$ cat src/rtl/rfsh_pkg.sv
package rfsh_pkg;
   // Width of a counter that must hold values 0 .. n-1 (at least one bit)
   function automatic int unsigned cnt_width(input int unsigned n);
      return (n <= 2) ? 1 : $clog2(n);
   endfunction
endpackage

$ cat src/rtl/rfsh_interval_timer.sv
module rfsh_interval_timer #(
   parameter int unsigned INTERVAL_CYC = 975
) (
   input  logic clk,
   input  logic rst_n,
   output logic expire
);
   localparam int unsigned CW = rfsh_pkg::cnt_width(INTERVAL_CYC);
   localparam logic [CW-1:0] LAST = CW'(INTERVAL_CYC - 1);

   logic [CW-1:0] cnt;

   assign expire = (cnt == LAST);

   always_ff @(posedge clk) begin
      if (!rst_n)      cnt <= '0;
      else if (expire) cnt <= '0;
      else             cnt <= cnt + 1'b1;
   end

   // the counter never goes beyond its terminal value
   assert_period_bound_R2: assert property (@(posedge clk) disable iff (!rst_n)
      cnt <= LAST);
endmodule

$ cat src/rtl/rfsh_debt_ctr.sv
module rfsh_debt_ctr #(
   parameter int unsigned MAX_DEBT = 8
) (
   input  logic clk,
   input  logic rst_n,
   input  logic inc,
   input  logic dec,
   output logic owed,
   output logic full
);
   localparam int unsigned DW = rfsh_pkg::cnt_width(MAX_DEBT + 1);
   localparam logic [DW-1:0] CEIL = DW'(MAX_DEBT);

   logic [DW-1:0] debt;

   assign owed = (debt != '0);
   assign full = (debt == CEIL);

   always_ff @(posedge clk) begin
      if (!rst_n) begin
         debt <= '0;
      end else begin
         unique case ({inc, dec})
            2'b10:   if (!full) debt <= debt + 1'b1;
            2'b01:   debt <= debt - 1'b1;
            default: debt <= debt;
         endcase
      end
   end

   assert_no_overflow_R8: assert property (@(posedge clk) disable iff (!rst_n)
      debt <= CEIL);
   assert_inc_R2: assert property (@(posedge clk) disable iff (!rst_n)
      (inc && !dec && !full) |=> (debt == $past(debt) + 1'b1));
   assert_dec_R4: assert property (@(posedge clk) disable iff (!rst_n)
      (dec && !inc) |=> (debt == $past(debt) - 1'b1));
   assert_both_R10: assert property (@(posedge clk) disable iff (!rst_n)
      (inc && dec) |=> $stable(debt));
   assert_no_underflow_R5: assert property (@(posedge clk) disable iff (!rst_n)
      dec |-> owed);
endmodule

$ cat src/rtl/rfsh_rfc_timer.sv
module rfsh_rfc_timer #(
   parameter int unsigned RFC_CYC = 16
) (
   input  logic clk,
   input  logic rst_n,
   input  logic start,
   output logic busy
);
   generate
      if (RFC_CYC == 0) begin : g_no_hold
         assign busy = 1'b0;
      end else begin : g_hold
         localparam int unsigned TW = rfsh_pkg::cnt_width(RFC_CYC + 1);
         logic [TW-1:0] left;

         assign busy = (left != '0);

         always_ff @(posedge clk) begin
            if (!rst_n)     left <= '0;
            else if (start) left <= TW'(RFC_CYC);
            else if (busy)  left <= left - 1'b1;
         end

         assert_start_busy_R6: assert property (@(posedge clk) disable iff (!rst_n)
            start |=> busy);
         assert_start_idle_R5: assert property (@(posedge clk) disable iff (!rst_n)
            start |-> !busy);
      end
   endgenerate
endmodule

$ cat src/rtl/rfsh_sched.sv
module rfsh_sched #(
   parameter int unsigned INTERVAL_CYC = 975,
   parameter int unsigned RFC_CYC      = 16,
   parameter int unsigned MAX_DEBT     = 8
) (
   input  logic clk,
   input  logic rst_n,
   input  logic banks_idle,
   input  logic rf_grant,
   input  logic pd_active,
   output logic rf_req,
   output logic rf_urgent,
   output logic pd_exit_req,
   output logic rf_busy
);
   initial begin
      assert_param_interval: assert (INTERVAL_CYC >= 2)
         else $error("INTERVAL_CYC must be at least 2");
      assert_param_rfc: assert (RFC_CYC < INTERVAL_CYC)
         else $error("RFC_CYC must be shorter than INTERVAL_CYC");
      assert_param_debt: assert (MAX_DEBT >= 1)
         else $error("MAX_DEBT must be at least 1");
   end

   logic tick;
   logic owed;
   logic full;
   logic accept;

   rfsh_interval_timer #(.INTERVAL_CYC(INTERVAL_CYC)) u_tmr (
      .clk(clk), .rst_n(rst_n), .expire(tick));

   rfsh_debt_ctr #(.MAX_DEBT(MAX_DEBT)) u_debt (
      .clk(clk), .rst_n(rst_n), .inc(tick), .dec(accept),
      .owed(owed), .full(full));

   rfsh_rfc_timer #(.RFC_CYC(RFC_CYC)) u_rfc (
      .clk(clk), .rst_n(rst_n), .start(accept), .busy(rf_busy));

   assign accept      = rf_grant && banks_idle && owed && !rf_busy;
   assign rf_req      = owed;
   assign rf_urgent   = full;
   assign pd_exit_req = pd_active && full;

   assert_urgent_req_R7: assert property (@(posedge clk) disable iff (!rst_n)
      rf_urgent |-> rf_req);
   assert_pdx_urgent_R9: assert property (@(posedge clk) disable iff (!rst_n)
      pd_exit_req |-> (rf_urgent && pd_active));
   assert_ignore_busy_R5: assert property (@(posedge clk) disable iff (!rst_n)
      (rf_grant && rf_busy && !tick) |=> $stable(rf_req));
   assert_reset_R1: assert property (@(posedge clk)
      !rst_n |=> (!rf_req && !rf_busy));
endmodule

$ cat config.mk
export PLATFORM = sky130hd
export DESIGN_NAME = rfsh_sched
export DESIGN_NICKNAME = d
export VERILOG_FILES = /design/src/rtl/rfsh_pkg.sv /design/src/rtl/rfsh_interval_timer.sv /design/src/rtl/rfsh_debt_ctr.sv /design/src/rtl/rfsh_rfc_timer.sv /design/src/rtl/rfsh_sched.sv
export SDC_FILE = /design/constraint.sdc
export NUM_CORES = 1
export LEC_CHECK = 0
export ABC_CLOCK_PERIOD_IN_PS = 5900
export BUFFER_PORTS_ARGS = -buffer_cell sky130_fd_sc_hd__buf_2
export CAP_MARGIN = 10
export CORE_UTILIZATION = 65
export CTS_BUF_LIST = sky130_fd_sc_hd__clkbuf_4
export DETAILED_ROUTE_END_ITERATION = 7
export PLACE_DENSITY = 0.93
export SKIP_CTS_REPAIR_TIMING = 1
export SLEW_MARGIN = 20
export SYNTH_ARGS = -nofsm -noshare
export SYNTH_HDL_FRONTEND = slang
export SYNTH_SLANG_ARGS = --single-unit
$ cat constraint.sdc
create_clock -name clk -period 5.9 [get_ports clk]
set_input_delay 1.18 -clock clk [delete_from_list [all_inputs] [get_ports clk]]
set_output_delay 1.18 -clock clk [all_outputs]
set_load 0.01 [all_outputs]
Word-level counts from Yosys, hierarchy flattened

Index checks and enable logic that the tools add are counted.

$add $sub $neg: 4
Reductions and logical operators: 12
Equality and inequality tests: 5
Muxes and demuxes: 4
Bitwise logic cells: 1

Operators with widths:

| operator                | count |
|---|---|
| $add A10 B1 Y10 const B | 1 |
| $eq A10 B10 Y1 const B  | 1 |
| $mux W5                 | 2 |
| $pmux W4 S2             | 1 |
| $reduce_bool A5 Y1      | 1 |
| $sub A5 B1 Y5 const B   | 1 |
| $add A4 B1 Y4 const B   | 1 |
| $eq A4 B4 Y1 const B    | 1 |
| $logic_and A1 B1 Y1     | 4 |
| $mux W4                 | 1 |
| $reduce_bool A2 Y1      | 2 |
| $reduce_bool A4 Y1      | 1 |
| $reduce_or A2 Y1        | 2 |
| $sub A4 B1 Y4 const B   | 1 |
| $eq A2 B1 Y1 const B    | 1 |
| $eq A2 B2 Y1 const B    | 1 |
| $ne A2 B2 Y1 const B    | 1 |
| $reduce_and A2 Y1       | 1 |
| $logic_not A1 Y1        | 1 |
| $not A1 Y1              | 1 |

Output and inout port bits: 4
Flip-flop bits (word level): 19
Bits of input ports: 5
Logic and storage cells: 30

Depth between registers and ports, before layout

Gate-level depths: netlist (run 1).

Depth in word-level cells: 6
Mapped depth: 10
Mapped depth without buffers: 10

Cells and area by module

From an unflattened synthesis (run 1), not the netlist that was laid out.

Cell total of the unflattened synthesis: 109
Area total of the unflattened synthesis: 1019.7 um^2

Modules (own cells, without submodules):

| module              | sequential area each (um^2) | cells each | area an instance (um^2) | instances |
|---|---|---|---|---|
| rfsh_interval_timer | 200.2                       | 54         | 491.7                   | 1 |
| rfsh_debt_ctr       | 80.1                        | 29         | 276.5                   | 1 |
| rfsh_rfc_timer      | 100.1                       | 24         | 235.2                   | 1 |
| rfsh_sched          | 0.0                         | 2          | 16.3                    | 1 |

Worst setup path before layout (run 1)

OpenSTA, ideal clock, no wires.

Kind: input-to-output
Start point: in pd_active
End point: out pd_exit_req
Data arrival time: 1.360 ns
Data required time: 4.720 ns
Buffers on the path: 0
Stages on the path: 1
Path slack: 3.360 ns
Cells stage by stage: and3_1

Longest elaborated chain between the ends: 1

RTL lines:

| item                | line             | source |
|---|---|---|
| start: declaration  | rfsh_sched.sv:10 | `input logic pd_active,` |
| $logic_and A1 B1 Y1 | rfsh_sched.sv:43 | `assign pd_exit_req = pd_active && full;` |
| end: declaration    | rfsh_sched.sv:13 | `output logic pd_exit_req,` |

Every way passes these cells.

Worst setup path after layout (run 1)

Start point: reg u_debt.debt[1]
End point: out pd_exit_req

Longest elaborated chain between the ends: 2

RTL lines:

| item                     | line                | source |
|---|---|---|
| start: declaration       | rfsh_debt_ctr.sv:14 | `logic [DW-1:0] debt;` |
| start signal: assignment | rfsh_debt_ctr.sv:24 | `2'b10: if (!full) debt <= debt + 1'b1;` |
| start signal: assignment | rfsh_debt_ctr.sv:25 | `2'b01: debt <= debt - 1'b1;` |
| start signal: assignment | rfsh_debt_ctr.sv:26 | `default: debt <= debt;` |
| $eq A4 B4 Y1             | rfsh_debt_ctr.sv:17 | `assign full = (debt == CEIL);` |
| $logic_and A1 B1 Y1      | rfsh_sched.sv:43    |  |

Every way passes these cells.

==> results of run 1 <==
==> registers in the layout, summed over array words and instances (netlist names) <==
name               count
u_tmr.cnt             10
u_rfc.g_hold.left      5
u_debt.debt            4
==> area by class of cell <==
cell class	count	area (µm²)
clock buffers	4	30.0
fillers	96	274
inverters	5	18.8
multi-input cells	89	604
flip-flops and latches	19	380
well taps	15	18.8
repair buffers	8	40.0
==> critical path, stage by stage (launching register included) <==
cell,delay [ns]
dfxtp_1,0.37
nor3_1,0.60
and3_1,0.24
buf_2,0.12
==> per-stage QoR <==
step	hold WS [ns]	area (µm²)	std cells	power, mW
6_report	0.512	1090	140	0.338
5_1_grt	0.553	1090	140	0.359
4_1_cts	0.513	1090	140	0.339
3_5_place_dp	0.490	1060	136	0.271
3_3_place_gp	0.474	1060	136	0.261
2_1_floorplan	0.449	1010	115	0.244
==> cells by family after synthesis <==
logic type                 count (synthesis)  share of synthesized area
AOI/OAI and AO/OA                          8                     0.0667
xor gates and xnor gates                  12                      0.104
adders and majority gates                  5                     0.0618
buffers and inverters                      7                     0.0272
DFF                                       19                      0.376
muxes                                      3                     0.0297
and+or+nand+nor                           61                      0.335
==> layer usage <==
metal	GRT usage	vias up	part of all wire
met3	0.0261	4	0.025
met2	0.409	9	0.47
met1	0.290	373	0.49
met5	0	-	0
met4	0.0968	0	0.017
li1	-	415	-
==> how the worst max path moves through the flow <==
stage                   start  cells past startpoint  slack, ns           to
6_report       u_debt.debt[1]                      3       3.10  pd_exit_req
5_1_grt        u_debt.debt[1]                      4       2.98    rf_urgent
4_1_cts        u_debt.debt[0]                      3       3.12  pd_exit_req
3_5_place_dp        pd_active                      3       3.18  pd_exit_req
3_3_place_gp        pd_active                      3       3.18  pd_exit_req
2_1_floorplan       pd_active                      1       3.36  pd_exit_req
==> cells in the final DEF, fill, tap and decap left out <==
master,Yosys,final
nor3_1,6,6
nand3_1,2,2
nand4b_2,1,1
nand2b_1,3,3
and3_1,2,2
nand4_1,4,4
or4_4,1,1
mux2i_1,3,3
clkbuf_4,0,4
a21boi_1,1,1
nor4_4,1,1
o2111a_1,1,1
a32oi_1,1,1
dfxtp_1,19,19
nor2b_1,1,1
nand2_1,15,15
xnor2_1,5,5
inv_1,5,5
a2bb2oi_2,1,1
a21oi_1,2,2
nand3_2,1,1
xor2_1,7,7
nor4b_4,1,1
nor2_1,20,20
and4_1,2,2
ha_1,5,5
and2_1,1,1
a211oi_1,2,2
buf_2,1,8
==> power groups by stage <==
stage	sequential [mW]	combinational (mW)	clock, mW
global route	0.165	0.118	0.0767
detailed placement	0.166	0.105	0
global placement	0.163	0.0977	0
floorplan	0.161	0.0830	0
CTS	0.162	0.106	0.0710
finish	0.163	0.105	0.0707
==> metrics.csv, run 1 <==
stage,metric,value,unit
logic_synthesis,Mapped Area,1010,µm²
finish,n_diodes,0,
place,Port Buffers,8,
grt,largest net degree at the start of global routing,12,
sta,Final TNS setup,0,ns
sta,Final WS setup,3.10,ns
place,worst slack at placement,3.18,ns
power,switch share,0.340,
logic_synthesis,synthesis warning total,0,
worst_hold_path,Hold Path Depth,1,
floorplanning,row cnt,13,
worst_setup_path,worst path arrival time,1.62,ns
sta,Final min period,2.80,ns
power,Pleak,0.473,nW
worst_setup_path,worst r2r src,u_rfc.g_hold.left[0],
clock_network,"Clk pin slew, worst setup/hold paths",0.11,ns
floorplanning,Initial Util,0.741,
place,HPWL after detailed placement,1330,µm
logic_synthesis,Synth area leader,dfxtp_1,
clock_network,Skew-Pair Late Insertion Delay,0.29,ns
logic_synthesis,sequential cell area fraction in the yosys report,0.376,
clock_network,Num CTS Buffers,3,
clock_network,TritonCTS clock tree,done,
drt,Iteration-0 DRC Markers,23,
floorplanning,die width,41.5,µm
finish,fin nets,136,
worst_setup_path,worst-path fanout max,6,
drt,via count,801,
worst_setup_path,FF-to-FF End,u_debt.debt[2],
worst_setup_path,WP data required,4.72,ns
power,combinational fraction of design power,0.309,
worst_setup_path,worst-case reg-to-reg path depth,10,
sta,final setup fails,0,
sta,period utilization,0.475,
floorplanning,IO Pins,9,
logic_synthesis,ranking of synthesized cells by area,"dfxtp_1, nor2_1, ha_1, xor2_1, nand2_1",
finish,area grow syn2layout,7.91,%
logic_synthesis,"count leader, synth",nor2_1,
power,P per Cell Area,309,nW/µm²
worst_hold_path,Min-Delay Path Class,reg -> reg,
drt,Vias/cell,5.72,
logic_synthesis,post-synth top area share,0.376,
power,sequential share of power,0.481,
finish,final core utilization,0.799,
sta,relative slew slack,0.532,
logic_synthesis,Netlist cell types,29,
sta,clk_skew,0.00218,ns
worst_setup_path,Setup CP Type,reg -> out,
sta,RSZ-0062 raised after global routing,no,
flow_run,maxcap violations,0,
floorplanning,Die ar.,1720,µm²
worst_setup_path,CP Capture Type,primary output,
power,clock network power share,0.209,
sta,top achievable clock speed,0.357,GHz
grt,initial antenna violation count,0,
logic_synthesis,Synth Instances,115,
clock_network,Clock H-tree levels,1,
drt,drt wl/cell,13.3,µm
floorplanning,Die H,41.5,µm
worst_hold_path,Hold Path End,u_tmr.cnt[0],
power,Int Pwr,0.223,mW
drt,final WL,1860,µm
place,GPL Wtd Cong,0.830,
power,sw power,0.115,mW
drt,Remaining DRCs,0,
logic_synthesis,number of synthesized register bits,19,
clock_network,Root Driver,clkbuf_4,
logic_synthesis,"top cells by count, synth","nor2_1, dfxtp_1, nand2_1",
sta,worst slew pin tran,0.697,ns
drt,DR pass1 iterations,4,
grt,total grt overflow,0,
grt,global-route wire length before repair,3190,µm
worst_setup_path,Reg2Reg Setup Slack,3.68,ns
logic_synthesis,synthesized area per cell,8.80,µm²
outcome,status,"finished, final reports clean",
sta,Final Slew Violations,0,
worst_setup_path,type of origin of the critical path,flip-flop,
power,VDD IR-drop max,162,µV
logic_synthesis,Synth Net Count,125,
clock_network,clock buffer depth,2,
logic_synthesis,Main synth FF type,dfxtp_1,
grt,Overall Global Routing Usage,0.235,
clock_network,Sink Count,19,
logic_synthesis,Synth async-reset ratio,0,
worst_hold_path,HP Start,u_tmr.cnt[0],
sta,endpoints failing hold,0,
logic_synthesis,number of synthesized flops with an enable pin,0,
finish,layout cell share with drive strength beyond 1,0.144,
drt,DRT antenna net count,0,
floorplanning,core box area,1370,µm²
grt,vias in the first global route,729,
No activity file was read; power rests on OpenSTA's default activity.
==> run 2: changes to the inputs <==
- ABC_CLOCK_PERIOD_IN_PS: 5900 -> 2700
- CORE_UTILIZATION: 65 -> 60
- PLACE_DENSITY: 0.93 -> 0.87
- clock period: 5.9 -> 2.7 ns (I/O delays scaled with it)
==> run 2 against run 1 <==
Worst setup slack worse by 2.6 ns. Global-route usage fell by 1.6 points. Hold slack better by 0.0016 ns. Combinational power is 120% higher. Largest cell class unchanged. Highest routed layer unchanged. Cell count grew 0.71%. Flip-flop and latch count did not move.
==> metrics.csv, run 2 (synthesis results as in run 1) <==
stage,metric,value,unit
clock_network,"Clk pin slew, worst setup/hold paths",0.10,ns
sta,worst slew pin tran,0.724,ns
floorplanning,core box area,1540,µm²
sta,Final Slew Violations,0,
drt,Vias/cell,5.72,
clock_network,Sink Count,19,
worst_setup_path,WP data required,2.93,ns
place,HPWL after detailed placement,1370,µm
clock_network,Clock H-tree levels,1,
sta,Final min period,2.23,ns
sta,top achievable clock speed,0.448,GHz
floorplanning,die width,43.1,µm
grt,total grt overflow,0,
drt,DRT antenna net count,0,
finish,largest reg by FF count,u_tmr.cnt,
finish,Largest register FFs,10,
place,placed insts,137,
floorplanning,row cnt,14,
power,Pleak,0.473,nW
floorplanning,Die H,43.1,µm
grt,largest net degree at the start of global routing,12,
place,Port Buffers,8,
power,VDD IR-drop max,349,µV
clock_network,Root Driver,clkbuf_4,
finish,n_diodes,0,
finish,Top Registers,"u_tmr.cnt (10), u_rfc.g_hold.left (5), u_debt.debt (4)",
finish,fin nets,136,
drt,final WL,1780,µm
power,Total Power Consumption,0.734,mW
worst_setup_path,worst-path fanout max,4,
worst_setup_path,Setup CP Type,reg -> reg,
worst_hold_path,Min-Delay Path Class,reg -> reg,
sta,endpoints failing hold,0,
drt,drt wl/cell,12.6,µm
clock_network,clock buffer depth,2,
clock_network,Skew-Pair Late Insertion Delay,0.30,ns
worst_setup_path,type of origin of the critical path,flip-flop,
worst_setup_path,worst path arrival time,2.46,ns
flow_run,maxcap violations,0,
grt,initial antenna violation count,0,
power,P per Cell Area,671,nW/µm²
grt,Overall Global Routing Usage,0.219,
finish,most frequent cells in the layout,"nor2_1, dfxtp_1, nand2_1",
finish,"most common cell after layout, fill and taps aside",nor2_1,
floorplanning,IO Pins,9,
drt,Remaining DRCs,0,
drt,Iteration-0 DRC Markers,24,
grt,vias in the first global route,737,
worst_setup_path,CP Capture Type,flip-flop,
sta,period utilization,0.826,
finish,"Cell Count, Final, Fillers Out",141,
outcome,status,"finished, final reports clean",
clock_network,Num CTS Buffers,3,
drt,DR pass1 iterations,4,
floorplanning,Initial Util,0.657,
sta,final setup fails,0,
finish,layout cell share with drive strength beyond 1,0.144,
finish,area grow syn2layout,8.03,%
place,GPL Wtd Cong,0.825,
drt,via count,807,
clock_network,TritonCTS clock tree,done,
sta,Final TNS setup,0,ns
sta,clk_skew,0.00350,ns
grt,global-route wire length before repair,3030,µm
sta,relative slew slack,0.514,
floorplanning,Die ar.,1860,µm²
sta,RSZ-0062 raised after global routing,no,
run 2: cell counts in the layout (fill, tap and decap cells not counted):
Identical to the previous run, type by type.
run 2: routing by layer:
layer,track usage,up-vias,wire (µm)
li1,-,414,-
met1,0.266,372,784
met2,0.376,16,899
met3,0.0383,5,66
met4,0.0909,0,33
met5,0,-,0
run 2: through the flow:
stage / util / setup WS [ns] / hold slack (ns) / area (µm²)
CTS: 0.709 / 0.440 / 0.515 / 1090
finish: 0.709 / 0.469 / 0.513 / 1090
detailed placement: 0.690 / 0.476 / 0.495 / 1060
floorplan: - / 0.770 / 0.449 / 1010
global route: 0.709 / 0.291 / 0.551 / 1090
global placement: 0.690 / 0.682 / 0.475 / 1060
run 2: path summary, 6_finish.rpt:
| kind | start | endpoint | slack (ns) | depth (start not counted) |
|---|---|---|---|---|
| worst max register to register | u_rfc.g_hold.left[0] | u_debt.debt[2] | 0.47 | 10 |
| worst min-delay path | u_debt.debt[2] | u_debt.debt[2] | 0.51 | 2 |
| worst min register to register | u_debt.debt[2] | u_debt.debt[2] | 0.51 | 2 |
| worst max-delay path | u_rfc.g_hold.left[0] | u_debt.debt[2] | 0.47 | 10 |
run 2: worst max-delay path, stage by stage (launching register included):
cell and delay, ns:
dfxtp_1 0.34, inv_1 0.09, ha_1 0.19, nor4b_4 0.31
nand4_1 0.20, nor2_1 0.20, xor2_1 0.19, ha_1 0.20
nor2_1 0.05, a32oi_1 0.19, mux2i_1 0.21
run 2: area by class of cell:
class                   count  area, µm²
clock buffers               4       30.0
inverters                   5       18.8
repair buffers              8       40.0
fillers                   122        448
multi-input cells          89        604
well taps                  16       20.0
flip-flops and latches     19        380
run 2: power by group:
group / switching [mW] / internal [mW] / total [mW]
clock: 0.0858 / 0.0676 / 0.153
sequential: 0.0385 / 0.315 / 0.354
combinational: 0.121 / 0.106 / 0.227
